## config.mk

```make
export PLATFORM = sky130hd
export DESIGN_NAME = sys_wdt
export DESIGN_NICKNAME = d
export VERILOG_FILES = /design/src/rtl/sys_wdt_pkg.sv /design/src/rtl/wdt_down_cnt.sv /design/src/rtl/wdt_stage.sv /design/src/rtl/sys_wdt.sv
export SDC_FILE = /design/constraint.sdc
export NUM_CORES = 1
export LEC_CHECK = 0
export ABC_CLOCK_PERIOD_IN_PS = 1800
export BUFFER_PORTS_ARGS = -buffer_cell sky130_fd_sc_hd__buf_2
export CELL_PAD_IN_SITES_DETAIL_PLACEMENT = 0
export CELL_PAD_IN_SITES_GLOBAL_PLACEMENT = 2
export CORE_MARGIN = 2
export CORE_UTILIZATION = 30
export DETAILED_ROUTE_END_ITERATION = 8
export PLACE_DENSITY = 0.78
export SKIP_LAST_GASP = 1
export SLEW_MARGIN = 15
export SYNTH_ARGS = -nofsm -noshare
export SYNTH_HDL_FRONTEND = slang
export SYNTH_HIERARCHICAL = 1
export SYNTH_SLANG_ARGS = --single-unit
```

## constraint.sdc

```tcl
create_clock -name clk -period 1.8 [get_ports clk]
set_input_delay 0.09 -clock clk [delete_from_list [all_inputs] [get_ports clk]]
set_output_delay 0.09 -clock clk [all_outputs]
set_load 0.05 [all_outputs]
```

## src/rtl/sys_wdt_pkg.sv

```systemverilog
package sys_wdt_pkg;
  localparam int DATA_W = 16;
  localparam int ADDR_W = 4;

  localparam logic [ADDR_W-1:0] A_TVAL = 4'h0;
  localparam logic [ADDR_W-1:0] A_RLD  = 4'h2;
  localparam logic [ADDR_W-1:0] A_CTRL = 4'h4;
  localparam logic [ADDR_W-1:0] A_STS1 = 4'h6;
  localparam logic [ADDR_W-1:0] A_STS2 = 4'h8;

  localparam int CB_HALT  = 0;
  localparam int CB_SMIEN = 1;
  localparam int CB_NORB  = 2;
  localparam int SB_TO     = 0;
  localparam int SB_SECOND = 1;
  localparam int SB_BOOT   = 2;
  localparam int RLD_TRIG_W = 5;

  function automatic logic [DATA_W-1:0] lane_merge(input logic [DATA_W-1:0] old_v,
                                                   input logic [DATA_W-1:0] new_v,
                                                   input logic [1:0] be);
    return {be[1] ? new_v[15:8] : old_v[15:8], be[0] ? new_v[7:0] : old_v[7:0]};
  endfunction
endpackage

```

## src/rtl/wdt_down_cnt.sv

```systemverilog
module wdt_down_cnt #(
  parameter int CW = 6,
  parameter logic [CW-1:0] INIT = 4
) (
  input  logic          clk,
  input  logic          rst,
  input  logic          run,
  input  logic          tick,
  input  logic          load,
  input  logic [CW-1:0] load_val,
  output logic [CW-1:0] count,
  output logic          expire
);
  localparam logic [CW-1:0] LAST = CW'(1);

  always_ff @(posedge clk) begin
    if (rst) begin
      count  <= INIT;
      expire <= 1'b0;
    end else begin
      expire <= 1'b0;
      if (load) begin
        count <= load_val;
      end else if (run && tick) begin
        if (count == LAST) begin
          count  <= load_val;
          expire <= 1'b1;
        end else begin
          count <= count - CW'(1);
        end
      end
    end
  end

  // halted and not loaded means the count is frozen
  p_halt_hold_r2: assert property (@(posedge clk) disable iff (rst)
    (!run && !load) |=> $stable(count));

  // the clamp keeps every loaded value at 2 or more, so zero is never reached
  p_count_nonzero_r4: assert property (@(posedge clk) disable iff (rst)
    count != '0);
endmodule

```

## src/rtl/wdt_stage.sv

```systemverilog
module wdt_stage #(
  parameter int PULSE = 4
) (
  input  logic clk,
  input  logic por,
  input  logic warm,
  input  logic expire,
  input  logic rearm,
  input  logic smi_en,
  input  logic no_reboot,
  input  logic clr_to,
  input  logic clr_second,
  input  logic clr_boot,
  output logic sts_to,
  output logic sts_second,
  output logic sts_boot,
  output logic smi_req,
  output logic rst_req
);
  localparam int PW = $clog2(PULSE + 1);

  logic          first_seen;
  logic [PW-1:0] pulse_cnt;
  logic          second_evt;
  logic          start_pulse;

  assign second_evt  = expire && first_seen;
  assign start_pulse = second_evt && !no_reboot && !sts_second;

  always_ff @(posedge clk) begin
    if (por || warm) begin
      first_seen <= 1'b0;
      sts_to     <= 1'b0;
      smi_req    <= 1'b0;
    end else begin
      if (rearm)       first_seen <= 1'b0;
      else if (expire) first_seen <= 1'b1;
      if (expire && !first_seen) sts_to <= 1'b1;
      else if (clr_to)           sts_to <= 1'b0;
      smi_req <= sts_to && smi_en;
    end
  end

  always_ff @(posedge clk) begin
    if (por) begin
      sts_second <= 1'b0;
      sts_boot   <= 1'b1;
      pulse_cnt  <= '0;
      rst_req    <= 1'b0;
    end else begin
      if (second_evt)      sts_second <= 1'b1;
      else if (clr_second) sts_second <= 1'b0;
      if (clr_boot) sts_boot <= 1'b0;
      if (start_pulse) begin
        rst_req   <= 1'b1;
        pulse_cnt <= PW'(PULSE - 1);
      end else if (pulse_cnt != '0) begin
        pulse_cnt <= pulse_cnt - PW'(1);
      end else begin
        rst_req <= 1'b0;
      end
    end
  end

  // a vetoed reset never starts a pulse
  p_veto_r8: assert property (@(posedge clk) disable iff (por)
    (no_reboot && !rst_req) |=> !rst_req);

  // a pulse only begins while the second-timeout flag was clear
  p_no_reassert_r7: assert property (@(posedge clk) disable iff (por)
    $rose(rst_req) |-> $past(!sts_second));

  // the interrupt stays low whenever its enable is low
  p_smi_gated_r5: assert property (@(posedge clk) disable iff (por || warm)
    !smi_en |=> !smi_req);
endmodule

```

## src/rtl/sys_wdt.sv

```systemverilog
module sys_wdt
  import sys_wdt_pkg::*;
#(
  parameter bit WIDE      = 1'b0,
  parameter int TVAL_INIT = 4,
  parameter int PULSE     = 4
) (
  input  logic        clk,
  input  logic        por,
  input  logic        warm_rst,
  input  logic        tick_en,
  input  logic        strap_noreboot,
  input  logic        bus_rd,
  input  logic        bus_wr,
  input  logic [3:0]  bus_addr,
  input  logic [15:0] bus_wdata,
  input  logic [1:0]  bus_be,
  output logic [15:0] bus_rdata,
  output logic        smi_req,
  output logic        sys_rst_req
);
  localparam int TW = WIDE ? 10 : 6;
  localparam logic [TW-1:0] TV_MIN  = TW'(2);
  localparam logic [TW-1:0] TV_INIT = TW'(TVAL_INIT);

  logic          any_rst;
  logic [TW-1:0] tval;
  logic          halt, smi_en, norb;
  logic          norb_eff;
  logic [TW-1:0] count;
  logic          expire;
  logic          reload_hit;
  logic [15:0]   w1c_bits, tv_merged, ctrl_merged, ctrl_view;
  logic [TW-1:0] tv_field;
  logic          sts_to, sts_second, sts_boot;
  logic          wr_sts1, wr_sts2;
  logic          unused_bits;

  assign any_rst     = por || warm_rst;
  assign norb_eff    = norb || strap_noreboot;
  assign ctrl_view   = {13'd0, norb_eff, smi_en, halt};
  assign tv_merged   = lane_merge(16'(tval), bus_wdata, bus_be);
  assign ctrl_merged = lane_merge(ctrl_view, bus_wdata, bus_be);
  assign tv_field    = tv_merged[TW-1:0];
  assign w1c_bits    = bus_wdata & {{8{bus_be[1]}}, {8{bus_be[0]}}};
  assign reload_hit  = bus_wr && (bus_addr == A_RLD) && bus_be[0] &&
                       (|bus_wdata[RLD_TRIG_W-1:0]);
  assign wr_sts1     = bus_wr && (bus_addr == A_STS1);
  assign wr_sts2     = bus_wr && (bus_addr == A_STS2);
  assign unused_bits = ^{tv_merged, ctrl_merged[15:3], w1c_bits[15:3]};

  always_ff @(posedge clk) begin
    if (any_rst) begin
      tval   <= TV_INIT;
      halt   <= 1'b1;
      smi_en <= 1'b0;
      norb   <= 1'b1;
    end else if (bus_wr) begin
      if (bus_addr == A_TVAL)
        tval <= (tv_field < TV_MIN) ? TV_MIN : tv_field;
      if (bus_addr == A_CTRL) begin
        halt   <= ctrl_merged[CB_HALT];
        smi_en <= ctrl_merged[CB_SMIEN];
        norb   <= ctrl_merged[CB_NORB] | strap_noreboot;
      end
    end
  end

  wdt_down_cnt #(.CW(TW), .INIT(TV_INIT)) u_cnt (
    .clk      (clk),
    .rst      (any_rst),
    .run      (!halt),
    .tick     (tick_en),
    .load     (reload_hit),
    .load_val (tval),
    .count    (count),
    .expire   (expire)
  );

  wdt_stage #(.PULSE(PULSE)) u_stage (
    .clk        (clk),
    .por        (por),
    .warm       (warm_rst),
    .expire     (expire),
    .rearm      (reload_hit),
    .smi_en     (smi_en),
    .no_reboot  (norb_eff),
    .clr_to     (wr_sts1 && w1c_bits[SB_TO]),
    .clr_second (wr_sts2 && w1c_bits[SB_SECOND]),
    .clr_boot   (wr_sts2 && w1c_bits[SB_BOOT] && !w1c_bits[SB_SECOND]),
    .sts_to     (sts_to),
    .sts_second (sts_second),
    .sts_boot   (sts_boot),
    .smi_req    (smi_req),
    .rst_req    (sys_rst_req)
  );

  always_ff @(posedge clk) begin
    if (por) begin
      bus_rdata <= '0;
    end else if (bus_rd) begin
      case (bus_addr)
        A_TVAL:  bus_rdata <= 16'(tval);
        A_RLD:   bus_rdata <= 16'(count);
        A_CTRL:  bus_rdata <= ctrl_view;
        A_STS1:  bus_rdata <= {15'd0, sts_to};
        A_STS2:  bus_rdata <= {13'd0, sts_boot, sts_second, 1'b0};
        default: bus_rdata <= '0;
      endcase
    end
  end
endmodule

```

[Word level (Yosys, flattened, before mapping)]
Index checks and enable logic that the tools add are counted.
Storage, ports and cells
  bits in registers: 41
  bits in latches: 0
  RAM bits: 0
  bits in read-only memories: 0
  input bits: 29
  output and inout bits: 18
  logic and storage cells: 78
  memories kept: 0
Cells by class
  add/subtract/negate cells: 2
  multipliers: 0
  div/mod/pow operators: 0
  order comparisons: 1
  equality and inequality tests: 6
  shift-type cells: 0
  muxes and demuxes: 16
  bitwise logic cells: 3
  reduce and logical (&&, ||, !) cells: 35
Operator list (count)
  $mux 6: 5
  $pmux 6 s5: 1
  $logic_and 1x1->1: 15
  $eq 4x3->1 const B: 2
  $reduce_bool 2->1: 4
  $mux 1: 7
  $eq 6x1->1 const B: 1
  $lt 6x2->1 const B: 1
  $sub 6x1->6 const B: 1
  $logic_not 1->1: 5
  $reduce_or 5->1: 1
  $eq 4x2->1 const B: 1
  $eq 4x4->1 const B: 1
  $logic_not 4->1: 1
  $mux 2: 2
  $reduce_and 2->1: 2
  $reduce_or 2->1: 2
  $and 3x3->3: 1
  $mux 3: 1
  $reduce_and 3->1: 1
  $reduce_bool 3->1: 1
  $reduce_or 3->1: 1
  $sub 3x1->3 const B: 1
  $logic_or 1x1->1: 2
  3 further kinds: 3

[Longest topological paths before layout]
  depth in word-level cells: 5
  mapped depth: 7

[Hierarchy]
Netlist, hierarchy kept.
Modules (own cells, without submodules)
  sys_wdt: times used 1, cells an instance 115, area an instance 933.4 sq um
  wdt_down_cnt: times used 1, cells an instance 56, area an instance 471.7 sq um
  wdt_stage: times used 1, cells an instance 39, area an instance 380.4 sq um

[Least setup slack after synthesis]
OpenSTA, ideal clock, no wires.
  path kind: input -> register
  start: in bus_addr[3]
  end: reg u_cnt.count[1]
  setup time: 0.103 ns
  data arrival time: 1.364 ns
  path slack: 0.333 ns
  stages: 7
  cell sequence: nor3b_2 > nand3_1 > nor3_1 > buf_2 > nor2_1 > and3_1 > a2111oi_2
Between the ends
  longest elaborated chain between the ends: 5
  elaborated cells between the ends (all ways): 6
Ends and longest elaborated chain
  start: declaration: RTL line sys_wdt.sv:15  | input logic [3:0] bus_addr,
  $eq 4x2->1 *: RTL line sys_wdt.sv:46  | assign reload_hit = bus_wr && (bus_addr == A_RLD) && bus_be[0] &&
  $logic_and 1x1->1 * (3 in a row): RTL line sys_wdt.sv:46
  named net reload_hit: RTL line sys_wdt.sv:32  | logic reload_hit;
  $mux 6 / $reduce_bool 2->1 (equally long branches)
  end signal: assignment: RTL line wdt_down_cnt.sv:23  | count <= load_val;
  end signal: assignment: RTL line wdt_down_cnt.sv:26  | count <= load_val;
  end signal: assignment: RTL line wdt_down_cnt.sv:29  | count <= count - CW'(1);
  end: declaration: RTL line wdt_down_cnt.sv:11  | output logic [CW-1:0] count,
The timed path passes the listed nets; every way through them passes the cells marked *.
A chain may end at the register's enable or synchronous reset.

[Worst setup path in the final report]
  start: reg u_cnt.count[1]
  end: reg u_cnt.count[2]
Between the ends
  longest elaborated chain between the ends: 4
  elaborated cells between the ends (all ways): 5
Ends and longest elaborated chain
  $sub 6x1->6 / $eq 6x1->1 (equally long branches): RTL line wdt_down_cnt.sv:29, wdt_down_cnt.sv:25
  $mux 6 *: RTL line wdt_down_cnt.sv:25  | if (count == LAST) begin
  $mux 6 *: RTL line wdt_down_cnt.sv:24  | end else if (run && tick) begin
  $mux 6 *: RTL line wdt_down_cnt.sv:22  | if (load) begin
Every way passes the cells marked *; elsewhere a longest branch is shown, timed or not. The select of a mux whose other input is x is not followed.

==> summary.txt <==
status - complete, no violations
drc violations - 0
buffer type at the clock tree root - clkbuf_8
Synth Register Bits - 31
core footprint - 0.00585 sq mm
drt first-iter violations - 88
GRT Total Usage - 14.6%
simple-gate share of the synthesized area - 28.3%
Initial Util - 30.5%
CTS Buf Count - 5
pwr dens - 772 mW/mm^2
die area - 0.00658 sq mm
H-tree depth - 2
Bufs and invs on worst path - 2
CP Launch Point - u_cnt/count[1]
vias per inst - 4.85
Critical Path Max Stage Delay - 320 ps
fin nets - 279
dominant synthesized flop cell - dfxtp_1
DRT Pass-1 Iters - 4
CP cell instances - inv_1 -> ha_1 -> and2b_4 -> a31oi_2 -> buf_4 -> or3_1 -> o31a_1
Critical Path AT - 1810 ps
Placer Congestion - 0.788
Critical Path RT - 1970 ps
worst hold start - warm_rst
CTS sink count - 31
DIE WIDTH - 81.1 um
worst r2r src - u_cnt/count[1]
maxcap violations - 0
CTS tree - built
adder-cell share of the synthesized area - 2.80%
sequential element share of the synthesized area - 34.8%
unrepaired setup endpoints after global routing - no
Synth top area share - 34.8%
vias in the first global route - 1592
clock skew - 6.16 ps
static leakage - 0.847 nW
port bufs - 25
DR vias - 1562
post-route minimum period - 1640 ps
fraction of layout cells with a size suffix above 1 - 22.7%
Max Fclk - 609 MHz
Cell variety after synth - 55
syn avg cell area - 8.50 sq um
Final Slew Violations - 0
synthesized area - 0.00179 sq mm
crit path kind - flip-flop to flip-flop
cell count after synthesis - 210
crit path max fanout - 5
most frequent cells in the layout - dfxtp_1, nor2_1, buf_2
Max VDD drop - 0.410 mV
fill cell count - 630
Setup crit start kind - flip-flop
Die Span Y - 81.1 um
post-route ant nets - 0
first-pass GRT wire length - 7.41 mm
Reg2Reg Setup Slack - 160 ps
area leader, netlist - dfxtp_1
area delta synth->final - 16.6%
WL final - 4.28 mm
Clock Path Buffers - 2
hold_buf cts - 0
# diodes - 0
slowest cell on the critical path - dfxtp_1
final setup violation count - 0
fin crit share - 91.2%
grt ovf - 0
largest net degree at the start of global routing - 19
top cells by area, synth - dfxtp_1, nor2_1, buf_4, a21oi_1, mux2i_1
commonest non-fill, non-tap cell in the layout - dfxtp_1
WL/cell - 13.3 um
total power - 0.00161 W
warnings from Yosys - 6
Fin. Hold Viols - 0
Compound-Gate Fraction of Synth Area - 16.0%
Worst path top cell family by delay - simple AND/OR/NAND/NOR gates
Synth Area in XOR/XNOR - 0.491%
CP endpoint kind - flip-flop
HP Class - input port to flip-flop
portion of netlist area occupied by mux cells - 7.36%
row cnt - 28
initial antenna violation count - 0
asr flop ratio synth - 0%
number of synthesized flops with an enable pin - 0
Clk Latency, worst-skew pair - 280 ps
sum of negative setup slack - 0 ps
Detailed Place HPWL - 3.33 mm
PostCTS Resize Cnt - 0
Clock Pin Slew Worst Setup and Hold Paths - 60 ps
# IOs - 47
post-CTS setup buffer count - 0
largest family of logic cells by synthesized area - simple AND/OR/NAND/NOR gates
[sequential cells by signal (all words and copies together) (netlist names)]
register / cells
bus_rdata: 6
halt: 1
norb: 1
smi_en: 1
tval: 6
u_cnt/count: 6
u_cnt/expire: 1
u_stage/first_seen: 1
u_stage/pulse_cnt: 3
u_stage/rst_req: 1
u_stage/smi_req: 1
u_stage/sts_boot: 1
u_stage/sts_second: 1
u_stage/sts_to: 1
[cells in the mapped netlist, types with 3 or more instances]
master,number
a21oi_1,15
o21ai_0,3
nor4_1,3
buf_4,11
buf_6,3
o211ai_1,3
mux2i_1,6
o21ai_1,3
nand2_1,16
ha_1,4
dfxtp_1,31
nor2_1,26
a22oi_1,3
nor3_1,7
nor2b_1,4
nand2b_1,5
inv_1,12
nand3_1,6
mux2_1,3
buf_2,3
[final timing paths]
check                             to  cells past startpoint
hold reg to reg      u_stage/rst_req                      2
setup / recovery      u_cnt/count[2]                      7
hold / removal    u_stage/first_seen                      2
setup reg to reg      u_cnt/count[2]                      7
[metrics by stage]
step / std cells / utilization, % / setup slack (ps) / hold slack (ps) / instance area, sq um
final: 322 / 35.6 / 158 / 32.3 / 2080
after global routing: 322 / 35.6 / 78.0 / 35.8 / 2080
after CTS: 322 / 35.6 / 149 / 25.3 / 2080
after detailed placement: 314 / 34.2 / 32.7 / 316 / 2000
after global placement: 314 / 34.2 / 61.9 / 318 / 2000
after floorplan: 219 / - / 333 / 167 / 1820
[cells by family after synthesis]
logic type | count (synthesis)
AO/OA/AOI/OAI | 42
XOR/XNOR | 1
adder cells (fa/ha/maj) | 4
buffers and inverters | 30
flip-flops | 31
multiplexers | 11
other | 1
AND/OR/NAND/NOR | 90
[layer usage]
metal | part of all wire, % | up-vias | global-route usage [%]
li1 | - | 791 | -
met1 | 49 | 727 | 19.4
met2 | 46 | 39 | 23.9
met3 | 3.3 | 5 | 2.22
met4 | 1.8 | 0 | 5.59
met5 | 0 | - | 0
[worst register-to-register path, cell delays in order (launching register included)]
cell,delay (ps)
dfxtp_1,320
inv_1,120
ha_1,200
and2b_4,200
a31oi_2,110
buf_4,170
or3_1,320
o31a_1,110
[report_power, final]
part / switching (W) / total, W / internal (W)
sequential: 0.0000155 / 0.000733 / 0.000717
combinational: 0.000196 / 0.000357 / 0.000161
clock: 0.000247 / 0.000518 / 0.000271
total: 0.000459 / 0.00161 / 0.00115
[layout make-up]
cell class              count  area (sq um)  area share [%]
inverters                  12          45.0            2.16
flip-flops and latches     31           621            29.8
clock buffers               7          76.3            3.67
clock inverters             1          5.00           0.240
repair buffers             38           223            10.7
multi-input cells         158          1020            48.9
well taps                  75          93.8            4.51
(Power assumes the default switching activity.)
